`src/rtl/bcd_adj_pkg.sv`:
```
package bcd_adj_pkg;

    localparam int BYTE_W = 8;
    localparam int NIB_W  = BYTE_W / 2;
    localparam int OP_W   = 3;

    localparam logic [NIB_W-1:0]  NIB_LIMIT  = NIB_W'(9);
    localparam logic [BYTE_W-1:0] BYTE_LIMIT = BYTE_W'(8'h99);
    localparam logic [BYTE_W-1:0] LOW_FIX    = BYTE_W'(6);
    localparam logic [BYTE_W-1:0] HIGH_FIX   = BYTE_W'(8'h60);
    localparam logic [BYTE_W-1:0] WRAP_EDGE  = BYTE_W'(8'hF9);

    typedef enum logic [OP_W-1:0] {
        OP_PACK_ADD = 3'd0,
        OP_PACK_SUB = 3'd1,
        OP_UNP_ADD  = 3'd2,
        OP_UNP_SUB  = 3'd3,
        OP_SPLIT    = 3'd4,
        OP_FOLD     = 3'd5,
        OP_RSV6     = 3'd6,
        OP_RSV7     = 3'd7
    } adj_op_e;

    typedef struct packed {
        logic [BYTE_W-1:0] lo;
        logic [BYTE_W-1:0] hi;
        logic              cy;
        logic              ax;
    } adj_res_t;

    typedef struct packed {
        logic zf;
        logic pf;
        logic sf;
    } adj_flags_t;

    function automatic logic even_ones(input logic [BYTE_W-1:0] v);
        return ~(^v);
    endfunction

    function automatic adj_flags_t result_flags(input logic [BYTE_W-1:0] v);
        adj_flags_t f;
        f.zf = (v == '0);
        f.pf = even_ones(v);
        f.sf = v[BYTE_W-1];
        return f;
    endfunction

endpackage

```
`src/rtl/bcd_packed_adj.sv`:
```
module bcd_packed_adj
    import bcd_adj_pkg::*;
#(
    parameter bit SUBTRACT = 1'b0
) (
    input  logic [BYTE_W-1:0] lo_i,
    input  logic [BYTE_W-1:0] hi_i,
    input  logic              cy_i,
    input  logic              ax_i,
    output adj_res_t          res_o
);
    logic              low_fix;
    logic              high_fix;
    logic              low_borrow;
    logic [BYTE_W-1:0] step1;
    logic [BYTE_W-1:0] step2;

    assign low_fix    = (lo_i[NIB_W-1:0] > NIB_LIMIT) | ax_i;
    assign high_fix   = (lo_i > BYTE_LIMIT) | cy_i;
    assign low_borrow = (lo_i < LOW_FIX);

    generate
        if (SUBTRACT) begin : g_sub
            assign step1 = low_fix  ? (lo_i - LOW_FIX)   : lo_i;
            assign step2 = high_fix ? (step1 - HIGH_FIX) : step1;
            assign res_o.cy = high_fix | (low_fix & low_borrow);
        end else begin : g_add
            assign step1 = low_fix  ? (lo_i + LOW_FIX)   : lo_i;
            assign step2 = high_fix ? (step1 + HIGH_FIX) : step1;
            assign res_o.cy = high_fix | (1'b0 & low_borrow);
        end
    endgenerate

    assign res_o.lo = step2;
    assign res_o.hi = hi_i;
    assign res_o.ax = low_fix;

endmodule

```
`src/rtl/bcd_unpacked_adj.sv`:
```
module bcd_unpacked_adj
    import bcd_adj_pkg::*;
#(
    parameter bit SUBTRACT = 1'b0
) (
    input  logic [BYTE_W-1:0] lo_i,
    input  logic [BYTE_W-1:0] hi_i,
    input  logic              ax_i,
    output adj_res_t          res_o
);
    logic              adjust;
    logic              extra;
    logic [BYTE_W-1:0] lo_moved;
    logic [BYTE_W-1:0] hi_moved;

    assign adjust = (lo_i[NIB_W-1:0] > NIB_LIMIT) | ax_i;

    generate
        if (SUBTRACT) begin : g_sub
            assign extra    = (lo_i < LOW_FIX);
            assign lo_moved = lo_i - LOW_FIX;
            assign hi_moved = hi_i - BYTE_W'(1) - BYTE_W'(extra);
        end else begin : g_add
            assign extra    = (lo_i > WRAP_EDGE);
            assign lo_moved = lo_i + LOW_FIX;
            assign hi_moved = hi_i + BYTE_W'(1) + BYTE_W'(extra);
        end
    endgenerate

    always_comb begin
        res_o.lo = '0;
        if (adjust) begin
            res_o.lo[NIB_W-1:0] = lo_moved[NIB_W-1:0];
            res_o.hi            = hi_moved;
        end else begin
            res_o.lo[NIB_W-1:0] = lo_i[NIB_W-1:0];
            res_o.hi            = hi_i;
        end
        res_o.cy = adjust;
        res_o.ax = adjust;
    end

endmodule

```
`src/rtl/bcd_base_adj.sv`:
```
module bcd_base_adj
    import bcd_adj_pkg::*;
(
    input  logic [BYTE_W-1:0] lo_i,
    input  logic [BYTE_W-1:0] hi_i,
    input  logic [BYTE_W-1:0] base_i,
    output adj_res_t          split_o,
    output adj_res_t          fold_o
);
    logic [BYTE_W-1:0] rem_chain [0:BYTE_W];
    logic [BYTE_W-1:0] quot;

    assign rem_chain[0] = '0;

    generate
        for (genvar g = 0; g < BYTE_W; g++) begin : g_stage
            logic [BYTE_W:0] shifted;
            logic            fits;
            assign shifted = {rem_chain[g], lo_i[BYTE_W-1-g]};
            assign fits    = (shifted >= {1'b0, base_i});
            assign quot[BYTE_W-1-g] = fits;
            assign rem_chain[g+1] = fits ? BYTE_W'(shifted - {1'b0, base_i})
                                         : shifted[BYTE_W-1:0];
        end
    endgenerate

    assign split_o.lo = rem_chain[BYTE_W];
    assign split_o.hi = quot;
    assign split_o.cy = 1'b0;
    assign split_o.ax = 1'b0;

    assign fold_o.lo = hi_i * base_i + lo_i;
    assign fold_o.hi = '0;
    assign fold_o.cy = 1'b0;
    assign fold_o.ax = 1'b0;

endmodule

```
`src/rtl/bcd_adjust_unit.sv`:
```
module bcd_adjust_unit
    import bcd_adj_pkg::*;
(
    input  logic              clk,
    input  logic              rst,
    input  logic [OP_W-1:0]   op_in,
    input  logic [BYTE_W-1:0] lo_in,
    input  logic [BYTE_W-1:0] hi_in,
    input  logic              carry_in,
    input  logic              aux_in,
    input  logic [BYTE_W-1:0] base_in,
    output logic [BYTE_W-1:0] lo_out,
    output logic [BYTE_W-1:0] hi_out,
    output logic              carry_out,
    output logic              aux_out,
    output logic              zero_out,
    output logic              parity_out,
    output logic              sign_out
);
    adj_res_t   r_padd, r_psub, r_uadd, r_usub, r_split, r_fold, r_pass, r_sel;
    adj_flags_t f_sel;
    adj_op_e    op;

    assign op = adj_op_e'(op_in);

    bcd_packed_adj #(.SUBTRACT(1'b0)) u_pack_add (
        .lo_i(lo_in), .hi_i(hi_in), .cy_i(carry_in), .ax_i(aux_in), .res_o(r_padd));
    bcd_packed_adj #(.SUBTRACT(1'b1)) u_pack_sub (
        .lo_i(lo_in), .hi_i(hi_in), .cy_i(carry_in), .ax_i(aux_in), .res_o(r_psub));
    bcd_unpacked_adj #(.SUBTRACT(1'b0)) u_unp_add (
        .lo_i(lo_in), .hi_i(hi_in), .ax_i(aux_in), .res_o(r_uadd));
    bcd_unpacked_adj #(.SUBTRACT(1'b1)) u_unp_sub (
        .lo_i(lo_in), .hi_i(hi_in), .ax_i(aux_in), .res_o(r_usub));
    bcd_base_adj u_base (
        .lo_i(lo_in), .hi_i(hi_in), .base_i(base_in),
        .split_o(r_split), .fold_o(r_fold));

    assign r_pass = '{lo: lo_in, hi: hi_in, cy: 1'b0, ax: 1'b0};

    always_comb begin
        unique case (op)
            OP_PACK_ADD: r_sel = r_padd;
            OP_PACK_SUB: r_sel = r_psub;
            OP_UNP_ADD:  r_sel = r_uadd;
            OP_UNP_SUB:  r_sel = r_usub;
            OP_SPLIT:    r_sel = r_split;
            OP_FOLD:     r_sel = r_fold;
            default:     r_sel = r_pass;
        endcase
    end

    assign f_sel = result_flags(r_sel.lo);

    always_ff @(posedge clk) begin
        if (rst) begin
            lo_out     <= '0;
            hi_out     <= '0;
            carry_out  <= 1'b0;
            aux_out    <= 1'b0;
            zero_out   <= 1'b0;
            parity_out <= 1'b0;
            sign_out   <= 1'b0;
        end else begin
            lo_out     <= r_sel.lo;
            hi_out     <= r_sel.hi;
            carry_out  <= r_sel.cy;
            aux_out    <= r_sel.ax;
            zero_out   <= f_sel.zf;
            parity_out <= f_sel.pf;
            sign_out   <= f_sel.sf;
        end
    end

    AST_RESET_CLEAR: assert property (@(posedge clk)
        rst |=> (lo_out == '0 && hi_out == '0 && !carry_out && !aux_out));

    AST_SPLIT_RECOMPOSE: assert property (@(posedge clk) disable iff (rst)
        (!$past(rst) && $past(op_in) == OP_SPLIT && $past(base_in) != '0)
        |-> ((16'(hi_out) * 16'($past(base_in)) + 16'(lo_out)) == 16'($past(lo_in))));

    AST_SPLIT_REM_BELOW_BASE: assert property (@(posedge clk) disable iff (rst)
        (!$past(rst) && $past(op_in) == OP_SPLIT && $past(base_in) != '0)
        |-> (lo_out < $past(base_in)));

    AST_UNP_HIGH_NIBBLE_CLEAR: assert property (@(posedge clk) disable iff (rst)
        (!$past(rst) && ($past(op_in) == OP_UNP_ADD || $past(op_in) == OP_UNP_SUB))
        |-> (lo_out[BYTE_W-1:NIB_W] == '0 && carry_out == aux_out));

    AST_PACKED_HI_KEPT: assert property (@(posedge clk) disable iff (rst)
        (!$past(rst) && ($past(op_in) == OP_PACK_ADD || $past(op_in) == OP_PACK_SUB))
        |-> (hi_out == $past(hi_in)));

    AST_PACKED_CARRY_STICKY: assert property (@(posedge clk) disable iff (rst)
        (!$past(rst) && ($past(op_in) == OP_PACK_ADD || $past(op_in) == OP_PACK_SUB)
         && $past(carry_in)) |-> carry_out);

    AST_FOLD_HI_ZERO: assert property (@(posedge clk) disable iff (rst)
        (!$past(rst) && $past(op_in) == OP_FOLD)
        |-> (hi_out == '0 && !carry_out && !aux_out));

    AST_FLAGS_TRACK_LOW: assert property (@(posedge clk) disable iff (rst)
        !$past(rst) |-> (sign_out == lo_out[BYTE_W-1] && zero_out == (lo_out == '0)));

endmodule

```
`config.mk`:
```
export PLATFORM = sky130hd
export DESIGN_NAME = bcd_adjust_unit
export DESIGN_NICKNAME = d
export VERILOG_FILES = /design/src/rtl/bcd_adj_pkg.sv /design/src/rtl/bcd_packed_adj.sv /design/src/rtl/bcd_unpacked_adj.sv /design/src/rtl/bcd_base_adj.sv /design/src/rtl/bcd_adjust_unit.sv
export SDC_FILE = /design/constraint.sdc
export NUM_CORES = 1
export LEC_CHECK = 0
export BUFFER_PORTS_ARGS = -buffer_cell sky130_fd_sc_hd__buf_2
export CAP_MARGIN = 20
export CORE_ASPECT_RATIO = 0.9
export CORE_MARGIN = 3
export CORE_UTILIZATION = 40
export CTS_CLUSTER_SIZE = 24
export DETAILED_ROUTE_END_ITERATION = 12
export PLACE_DENSITY = 0.61
export RECOVER_POWER = 50
export SYNTH_ARGS = -nofsm -noshare
export SYNTH_HDL_FRONTEND = slang
export SYNTH_SLANG_ARGS = --single-unit
```
`constraint.sdc`:
```
create_clock -name clk -period 55.5 [get_ports clk]
set_clock_uncertainty 0.1 [all_clocks]
set_input_delay 16.65 -clock clk [delete_from_list [all_inputs] [get_ports clk]]
set_output_delay 16.65 -clock clk [all_outputs]
set_load 0.02 [all_outputs]
```
==> flow_metrics.tcl, run 1 <==
set metrics [dict create \
    min_path_cells 5 \
    cp_data_required_time_ps 55520 \
    synthCells 788 \
    timing.final.ws_setup_ps 20210 \
    cts_tree "done" \
    path_depth 75 \
    postCtsSetupRepairBufs 0 \
    synth_xor_area_frac 0.08694 \
    overflow 0 \
    antenna_cells_inserted 0 \
    cts_buffers 3 \
    yosysWarnings 0 \
    fmax_mhz 28.33 \
    cts_root_buf "clkbuf_16" \
    synthesis.area_um2 6045 \
    power.leakage_nw 3.009 \
    syn_nets 931 \
    drv_slew 0 \
    synth_compound_area_frac 0.2351 \
    crit_buf_inv 7 \
    drt_first_pass_iters 5 \
    irDropWorstVdd_mv 0.02047 \
    period_share 0.6359 \
    finalHoldViolCount 0 \
    cts-resized-gates 0 \
    tightestPinTransition_ps 998.5 \
    drcViolationCount 0 \
    cts_htree_levels 1 \
    io_pins 52 \
    cp-end-kind "register" \
    endpoint "parity_out" \
    nets 961 \
    design.core.area_um2 14420 \
    ant_nets 0 \
    dp_hpwl_mm 14.50 \
    yosysUniqueCellTypes 85 \
    clock-sinks 20 \
    grt_pass1_wl_mm 29.05 \
    dieArea_um2 16620 \
    wl_per_cell_um 17.92 \
    drive_gt1_frac 0.09914 \
    vias_per_cell 5.797 \
    die_w_um 135.6 \
    max_stage_delay_ps 770 \
    power_density_nw_per_um2 34.36 \
    ys_ff_latch 20 \
    worstPathMaxFanout 17 \
    status "complete, no violations" \
    drt_wl_total_mm 18.10 \
    cpMostUsedCell "ha_1" \
    postCtsHoldBufs 0 \
    setup_viol 0 \
    portBuffers 51 \
    rsz0062_at_grt "no" \
    cp-startpoint "base_in[1]" \
    setup.worst_path.start_class "primary input" \
    grt_pass1_vias 5520 \
    row_count 41 \
    place_area_um2 6437 \
    drv_cap 0 \
    cp_top_family "compound AO/OA/AOI/OAI gates" \
    critPathSlowestCell "a21oi_1" \
    worst_ep_arrival_time_ps 35310 \
    syn_to_final_growth_pct 7.824 \
    hold_class "in -> reg" \
    ys_seq_area_frac 0.06624 \
    synth_mux_area_frac 0.06603 \
    critical_path_class "in -> reg" \
    min_period_ps 35290 \
    synthArstFlopShare 0 \
    gp_congestion 0.9091 \
    synth_edf_count 0 \
    path_clk_slew_ps 60 \
    antenna_found_initial 0 \
    synth_ff_type "dfxtp_1" \
    synth_top_family_by_area "adder cells" \
    dpl_worst_slack_ps 20240 \
    grt_max_degree 35 \
    track_usage 0.2157 \
    clk_path_buf_depth 2 \
    final_cell_area_um2 6518 \
    die_h_um 122.6 \
    route.vias.total 5855 \
    fin_setup_tns_ps 0 \
    yosys.area_share.adder 0.2629 \
    start_util 0.4193 \
    slew_headroom 0.3344 \
    drt-initial-drc-count 517 \
    synthSimpleGateAreaFrac 0.2202 \
    avgSynthCellArea_um2 7.671 \
]
==> layer usage <==
layer	wire length, um	vias to the layer above	global-route usage
li1	-	2900	-
met1	8848	2748	0.3182
met2	7893	195	0.3458
met3	1113	12	0.02090
met4	242	0	0.03778
met5	0	-	0
==> cells in the mapped netlist, drive strengths merged, types with 6 or more instances <==
cell	number	area share
fa	25	0.083
nand3	17	0.014
a211oi	6	0.010
o21a	8	0.0099
a21boi	9	0.012
clkbuf	20	0.012
nand2b	16	0.017
a22o	8	0.012
a21oi	45	0.037
dfxtp	20	0.066
nand2	65	0.040
xnor2	48	0.070
xor2	12	0.017
mux2	20	0.038
and4	6	0.0091
and3	8	0.0083
a22oi	8	0.0099
a31oi	8	0.0083
o21ai	37	0.031
nor2b	18	0.019
nor2	64	0.040
nand4	10	0.011
and2	12	0.012
buf	7	0.0060
mux2i	17	0.028
a221oi	7	0.012
inv	70	0.043
a21o	14	0.017
ha	87	0.18
nor3	24	0.021
==> state kept, by name, summed over array words and instances, names as in the netlist <==
signal and cells:
lo_out 8, parity_out 1, hi_out 8, zero_out 1, carry_out 1, aux_out 1
==> worst min path at each step <==
stage | start | end | slack [ps]
after floorplan | hi_in[0] | hi_out[0] | 16720
after global placement | hi_out[3] | hi_out[3] | 16970
after detailed placement | hi_out[2] | hi_out[2] | 16970
after CTS | hi_in[7] | hi_out[7] | 16730
after global routing | hi_in[7] | hi_out[7] | 16750
final | hi_in[7] | hi_out[7] | 16720
==> power by group <==
| group | switching, mW | total, mW | internal (mW) |
|---|---|---|---|
| Combinational | 0.107 | 0.187 | 0.0798 |
| Clock | 0.00525 | 0.0195 | 0.0143 |
| Sequential | 0.000657 | 0.0177 | 0.0170 |
| Total | 0.113 | 0.224 | 0.111 |
==> area by class of cell <==
type	count	area (um2)
repair buffers	52	237.7
clock inverters	1	30.03
fillers	1490	7898
inverters	71	266.5
well taps	193	241.5
multi-input cells	670	5266
clock buffers	3	75.07
flip-flops and latches	20	400.4
==> logic make-up (layout without fill, tap and decap cells) <==
group	after synthesis	after routing
AND/OR/NAND/NOR	263	263
buffers and inverters	98	127
multiplexers	37	37
flip-flops	20	20
adder cells (fa/ha/maj)	112	112
AO/OA/AOI/OAI	198	198
XOR/XNOR	60	60
==> cell usage in the layout (no fill, tap or decap), types with 14 or more instances in the layout <==
cell type   n
nand2b_1   16
nand3_1    17
nor2_1     64
dfxtp_1    20
nand2_1    65
inv_1      69
nor2b_1    18
buf_2      31
xnor2_1    48
o21ai_0    36
mux2i_1    17
ha_1       87
clkbuf_1   20
nor3_1     23
fa_1       25
mux2_2     19
a21o_1     14
a21oi_1    45
==> metrics by stage <==
stage	power [mW]	cells	utilization	hold WS, ps
floorplan	0.1651	788	-	16720
global placement	0.2016	1006	0.4466	16970
detailed placement	0.2020	1006	0.4466	16970
CTS	0.2228	1010	0.4539	16730
global route	0.2455	1010	0.4521	16750
finish	0.2239	1010	0.4521	16720
==> tightest hold or removal path: stages <==
cell	delay, ps
buf_2	130
nand2_1	60
nand2_1	50
nor2_1	90
a211oi_1	50
No activity file was read; power rests on OpenSTA's default activity.
==> run 2: changes to the inputs <==
- ABC_AREA: unset -> 1
- clock period: 55.5 -> 37.1 ns (I/O delays scaled with it)
==> run 2 against run 1 <==
Combinational power is 140% higher. Design area is 2.9% higher. First-iteration DRC count is 8.5% lower. Sequential power is 51% higher. Die area is 3.2% higher. Worst hold slack worse by 5700 ps. Non-clock buffer count stayed put. Flip-flop and latch count stayed put. Synthesized cell count is 25% higher.
==> flow_metrics.tcl, run 2 <==
set metrics [dict create \
    status "complete, no violations" \
    start_util 0.4171 \
    row_count 42 \
    cts_tree "done" \
    syn_to_final_growth_pct 7.350 \
    hold_class "in -> reg" \
    track_usage 0.2061 \
    mostFrequentLayoutCells "nand2_1, inv_1, ha_1" \
    yosysUniqueCellTypes 50 \
    grt_pass1_vias 5918 \
    final_cell_area_um2 6706 \
    antenna_found_initial 0 \
    yosysWarnings 0 \
    synth_edf_count 0 \
    wl_per_cell_um 14.49 \
    irDropWorstVdd_mv 0.09155 \
    top_regs "hi_out: 8 flops, lo_out: 8 flops" \
    period_share 0.6955 \
    synthArstFlopShare 0 \
    power_density_nw_per_um2 74.75 \
    path_clk_slew_ps 50 \
    dieArea_um2 17160 \
    vias_per_cell 5.125 \
    tightestPinTransition_ps 760.3 \
    cts-resized-gates 0 \
    design.core.area_um2 14980 \
    yosys.area.top_type "ha_1" \
    dp_hpwl_mm 14.82 \
    grt_max_degree 17 \
    nets 1167 \
    cts_htree_levels 1 \
    worst_ep_arrival_time_ps 25880 \
    postCtsSetupRepairBufs 0 \
    p_sw_uw 290.2 \
    drt_first_pass_iters 5 \
    slew_headroom 0.4800 \
    place_area_um2 6643 \
    finalHoldViolCount 0 \
    use_met3 0.01898 \
    drv_slew 0 \
    rsz0062_at_grt "no" \
    synthTopCellsByCount "nand2_1, inv_1, ha_1" \
    gp_congestion 0.9435 \
    avgSynthCellArea_um2 6.342 \
    cp-end-kind "register" \
    route.vias.total 6258 \
    endpoint "parity_out" \
    synthCells 985 \
    die_h_um 124.6 \
    p_clk_frac 0.047 \
    synthSimpleGateAreaFrac 0.3285 \
    syn_nets 1128 \
    antenna_cells_inserted 0 \
    cts_root_buf "clkbuf_16" \
    drv_cap 0 \
    synthesis.area_um2 6247 \
    clk_path_buf_depth 2 \
    cp_data_required_time_ps 37170 \
    io_pins 52 \
    setup_viol 0 \
    swShare 0.5788 \
    drive_gt1_frac 0.08602 \
    drt-initial-drc-count 473 \
    clock-sinks 20 \
    ys_ff_latch 20 \
    yosys.area.top_type_share 0.1742 \
    max_stage_delay_ps 520 \
    yosys.area_share.adder 0.2544 \
    ys_seq_area_frac 0.06409 \
    synth_top_family_by_area "simple AND/OR/NAND/NOR gates" \
    use_met2 0.3307 \
    critPathSlowestCell "o21ai_0" \
    drt_wl_total_mm 17.69 \
    worstPathMaxFanout 15 \
    grt_busiest_layer "met2" \
    cp-startpoint "base_in[1]" \
    min_period_ps 25800 \
    critical_path_class "in -> reg" \
    p_seq_frac 0.053 \
    cpMostUsedCell "nand2_1" \
    fin_setup_tns_ps 0 \
    final_common_cell "nand2_1" \
    die_w_um 137.7 \
    ys_top_cells_by_area "ha_1, nand2_1, inv_1, fa_1, dfxtp_1" \
    cts_buffers 3 \
    synth_mux_area_frac 0 \
    fmax_mhz 38.75 \
    portBuffers 51 \
    synth_compound_area_frac 0.1270 \
    synth_ff_type "dfxtp_1" \
    power.leakage_nw 3.742 \
    synth_xor_area_frac 0.09533 \
    gr-usage-met1 0.3080 \
    grt_pass1_wl_mm 29.09 \
    drcViolationCount 0 \
    yosysMostFrequentCell "nand2_1" \
    overflow 0 \
    ant_nets 0 \
    internal_power_uw 211.1 \
    comb_power_share 0.900 \
    setup.worst_path.start_class "primary input" \
    postCtsHoldBufs 0 \
]
run 2: cell types whose count changed in the layout (fill, tap and decap cells not counted), sizes merged, moves of 13 or more:
cell    delta
nand3     +47
nor3      -13
mux2      -20
nor2b     -18
xnor2     -24
xor2      +32
mux2i     -17
nand2    +201
inv      +113
nand2b    -16
run 2: power groups by stage:
stage	sequential, mW	combinational [mW]	clock, mW
2_1_floorplan	0.0325	0.368	0
3_3_place_gp	0.0272	0.452	0
6_report	0.0267	0.451	0.0236
4_1_cts	0.0266	0.453	0.0245
3_5_place_dp	0.0271	0.450	0
5_1_grt	0.0272	0.518	0.0254
run 2: metrics by stage:
stage                     setup WS [ps]  std cells  utilization  power (mW)  hold slack [ps]
after floorplan                   13120        985            -      0.4007            11100
after global placement            11360       1217       0.4435      0.4791            11290
after detailed placement          11150       1217       0.4435      0.4775            11300
after CTS                         11370       1221       0.4495      0.5037            11040
after global routing               9534       1221       0.4478      0.5701            11050
final                             11300       1221       0.4478      0.5013            11050
run 2: worst min-delay path by stage:
stage / to / cells after the start / slack [ps] / startpoint
6_report: aux_out / 2 / 11050 / op_in[2]
5_1_grt: aux_out / 2 / 11050 / op_in[2]
4_1_cts: aux_out / 2 / 11040 / op_in[2]
3_5_place_dp: aux_out / 2 / 11300 / op_in[2]
3_3_place_gp: aux_out / 2 / 11290 / op_in[2]
2_1_floorplan: hi_out[0] / 1 / 11100 / rst
run 2: cell type report:
class	instances	area, um2
fillers	1635	8270
flip-flops and latches	20	400.4
clock buffers	4	88.84
well taps	198	247.7
repair buffers	52	237.7
inverters	187	701.9
multi-input cells	760	5030
run 2: critical path, delay by kind of cell:
family | cells | cell delay, ps
buffers and inverters | 16 | 1710
AND/OR/NAND/NOR | 45 | 4980
XOR/XNOR | 1 | 210
adder cells (fa/ha/maj) | 9 | 2680
AO/OA/AOI/OAI | 26 | 5140
run 2: layer usage:
layer / wire, um / vias up
met2: 7961 / 186
met3: 962 / 16
met4: 149 / 0
met1: 8617 / 2813
met5: 0 / -
li1: - / 3243
run 2: kinds of logic (layout without fill, tap and decap cells):
group                      after synthesis  in the layout
DFF                                     20             20
AOI/OAI and AO/OA                      136            136
buffers and inverters                  205            243
adders and majority gates              112            112
and+or+nand+nor                        444            444
xor gates and xnor gates                68             68
==> run 3: changes to the inputs <==
- PLACE_DENSITY: 0.61 -> 0.63
- clock period: 37.1 -> 22.5 ns (I/O delays scaled with it)
==> run 3 against run 2 <==
Setup slack got worse by 9700 ps. Routed wire length decreased by 0.21%. Die area unchanged. Count of clock-buffer cells in the layout unchanged. First-iteration DRC count decreased by 8.2%. Clock power increased by 67%. Core utilization increased by 0.20 points. Sequential power increased by 65%. Non-clock buffer count increased by 1. Worst hold slack got worse by 4400 ps. Design area increased by 0.45%.
==> flow_metrics.tcl, run 3 (same netlist as run 2, synthesis figures left out) <==
set metrics [dict create \
    fin_util 0.4498 \
    cp-startpoint "base_in[0]" \
    cpMostUsedCell "nand2_1" \
    antenna_found_initial 0 \
    tightestPinTransition_ps 812.8 \
    max_stage_delay_ps 370 \
    dr_wl_met3_um 951 \
    setup.worst_path.start_class "primary input" \
    cts_buffers 3 \
    top_regs "hi_out: 8 flops, lo_out: 8 flops" \
    cts_htree_levels 1 \
    timing.final.ws_setup_ps 1604 \
    drv_cap 0 \
    drt_first_pass_iters 5 \
    setup_viol 0 \
    mostFrequentLayoutCells "nand2_1, inv_1, ha_1" \
    hp-start "op_in[2]" \
    antenna_cells_inserted 0 \
    power_density_nw_per_um2 123.9 \
    met1_length_mm 8.567 \
    power.leakage_nw 3.751 \
    cts-resized-gates 0 \
    drt_wl_total_mm 17.65 \
    cts_tree "done" \
    critical_path_class "in -> reg" \
    multi_input_area_um2 5050 \
    totalPowerFinal_uw 834.7 \
    highest_layer "met4" \
    fillCellCount 1590 \
    finalHoldViolCount 0 \
    postCtsHoldBufs 0 \
    hold_class "in -> reg" \
    dpl_worst_slack_ps 1075 \
    path_clk_slew_ps 50 \
    drcViolationCount 0 \
    slew_headroom 0.4441 \
    cp-end-kind "register" \
    regArea_um2 400.4 \
    portBuffers 51 \
    status "complete, no violations" \
    min_period_ps 20900 \
    holdWs_ps 6668 \
    route.vias.total 6321 \
    overflow 0 \
    io_pins 52 \
    critPathSlowestCell "o21ai_0" \
    clk_path_buf_depth 2 \
    fmax_mhz 47.86 \
    track_usage 0.2078 \
    grt_pass1_vias 5980 \
    irDropWorstVdd_mv 0.1400 \
    start_util 0.4171 \
    fin_setup_tns_ps 0 \
    die_h_um 124.6 \
    syn_to_final_growth_pct 7.831 \
    nets 1168 \
    cp_data_required_time_ps 22530 \
    routed-wl-met2_mm 7.979 \
    ant_nets 0 \
    row_count 42 \
    clock-sinks 20 \
    postCtsSetupRepairBufs 0 \
    vias_per_cell 5.173 \
    grt_pass1_wl_mm 29.48 \
    period_share 0.9287 \
    drive_gt1_frac 0.08789 \
    worstPathMaxFanout 16 \
    drv_slew 0 \
    worst_ep_arrival_time_ps 20930 \
    gp_congestion 0.9309 \
    grt_max_degree 17 \
    drt-initial-drc-count 434 \
    cts_root_buf "clkbuf_16" \
    final_common_cell "nand2_1" \
    die_w_um 137.7 \
    wl_per_cell_um 14.45 \
    dieArea_um2 17160 \
    dp_hpwl_mm 14.73 \
    design.core.area_um2 14980 \
]
run 3: cell count changes in the layout (fill, tap and decap cells not counted), sizes merged:
cell    before  now
clkbuf      24   25
run 3: metrics by stage:
stage	std cells	cell area [um2]
2_1_floorplan	985	6247
3_3_place_gp	1218	6650
3_5_place_dp	1218	6650
4_1_cts	1222	6739
5_1_grt	1222	6736
6_report	1222	6736
run 3: area by class of cell:
cell class / instances / share of cell area
flip-flops and latches: 20 / 0.05944
inverters: 187 / 0.1042
well taps: 198 / 0.03678
clock buffers: 4 / 0.01319
multi-input cells: 760 / 0.7496
repair buffers: 53 / 0.03678
run 3: power by group:
group / internal (mW) / total, mW / switching [mW]
logic: 0.280 / 0.751 / 0.472
clock network: 0.0271 / 0.0394 / 0.0123
registers: 0.0424 / 0.0440 / 0.00167
total: 0.349 / 0.835 / 0.486
run 3: path summary, 6_finish.rpt:
| path | to | slack [ps] | cells past startpoint |
|---|---|---|---|
| worst max-delay path | parity_out | 1600 | 98 |
| worst min-delay path | aux_out | 6670 | 2 |
run 3: worst max-delay path: cells and delay by family:
family | cells | cell delay (ps)
xor+xnor | 1 | 180
buf+inv | 16 | 1390
simple gates | 45 | 5190
compound gates | 26 | 4560
fa+ha+maj | 10 | 2860
run 3: layer usage:
metal | vias to the layer above | track usage
li1 | 3240 | -
met1 | 2889 | 0.2995
met2 | 178 | 0.3421
met3 | 14 | 0.02302
met4 | 0 | 0.02499
met5 | - | 0
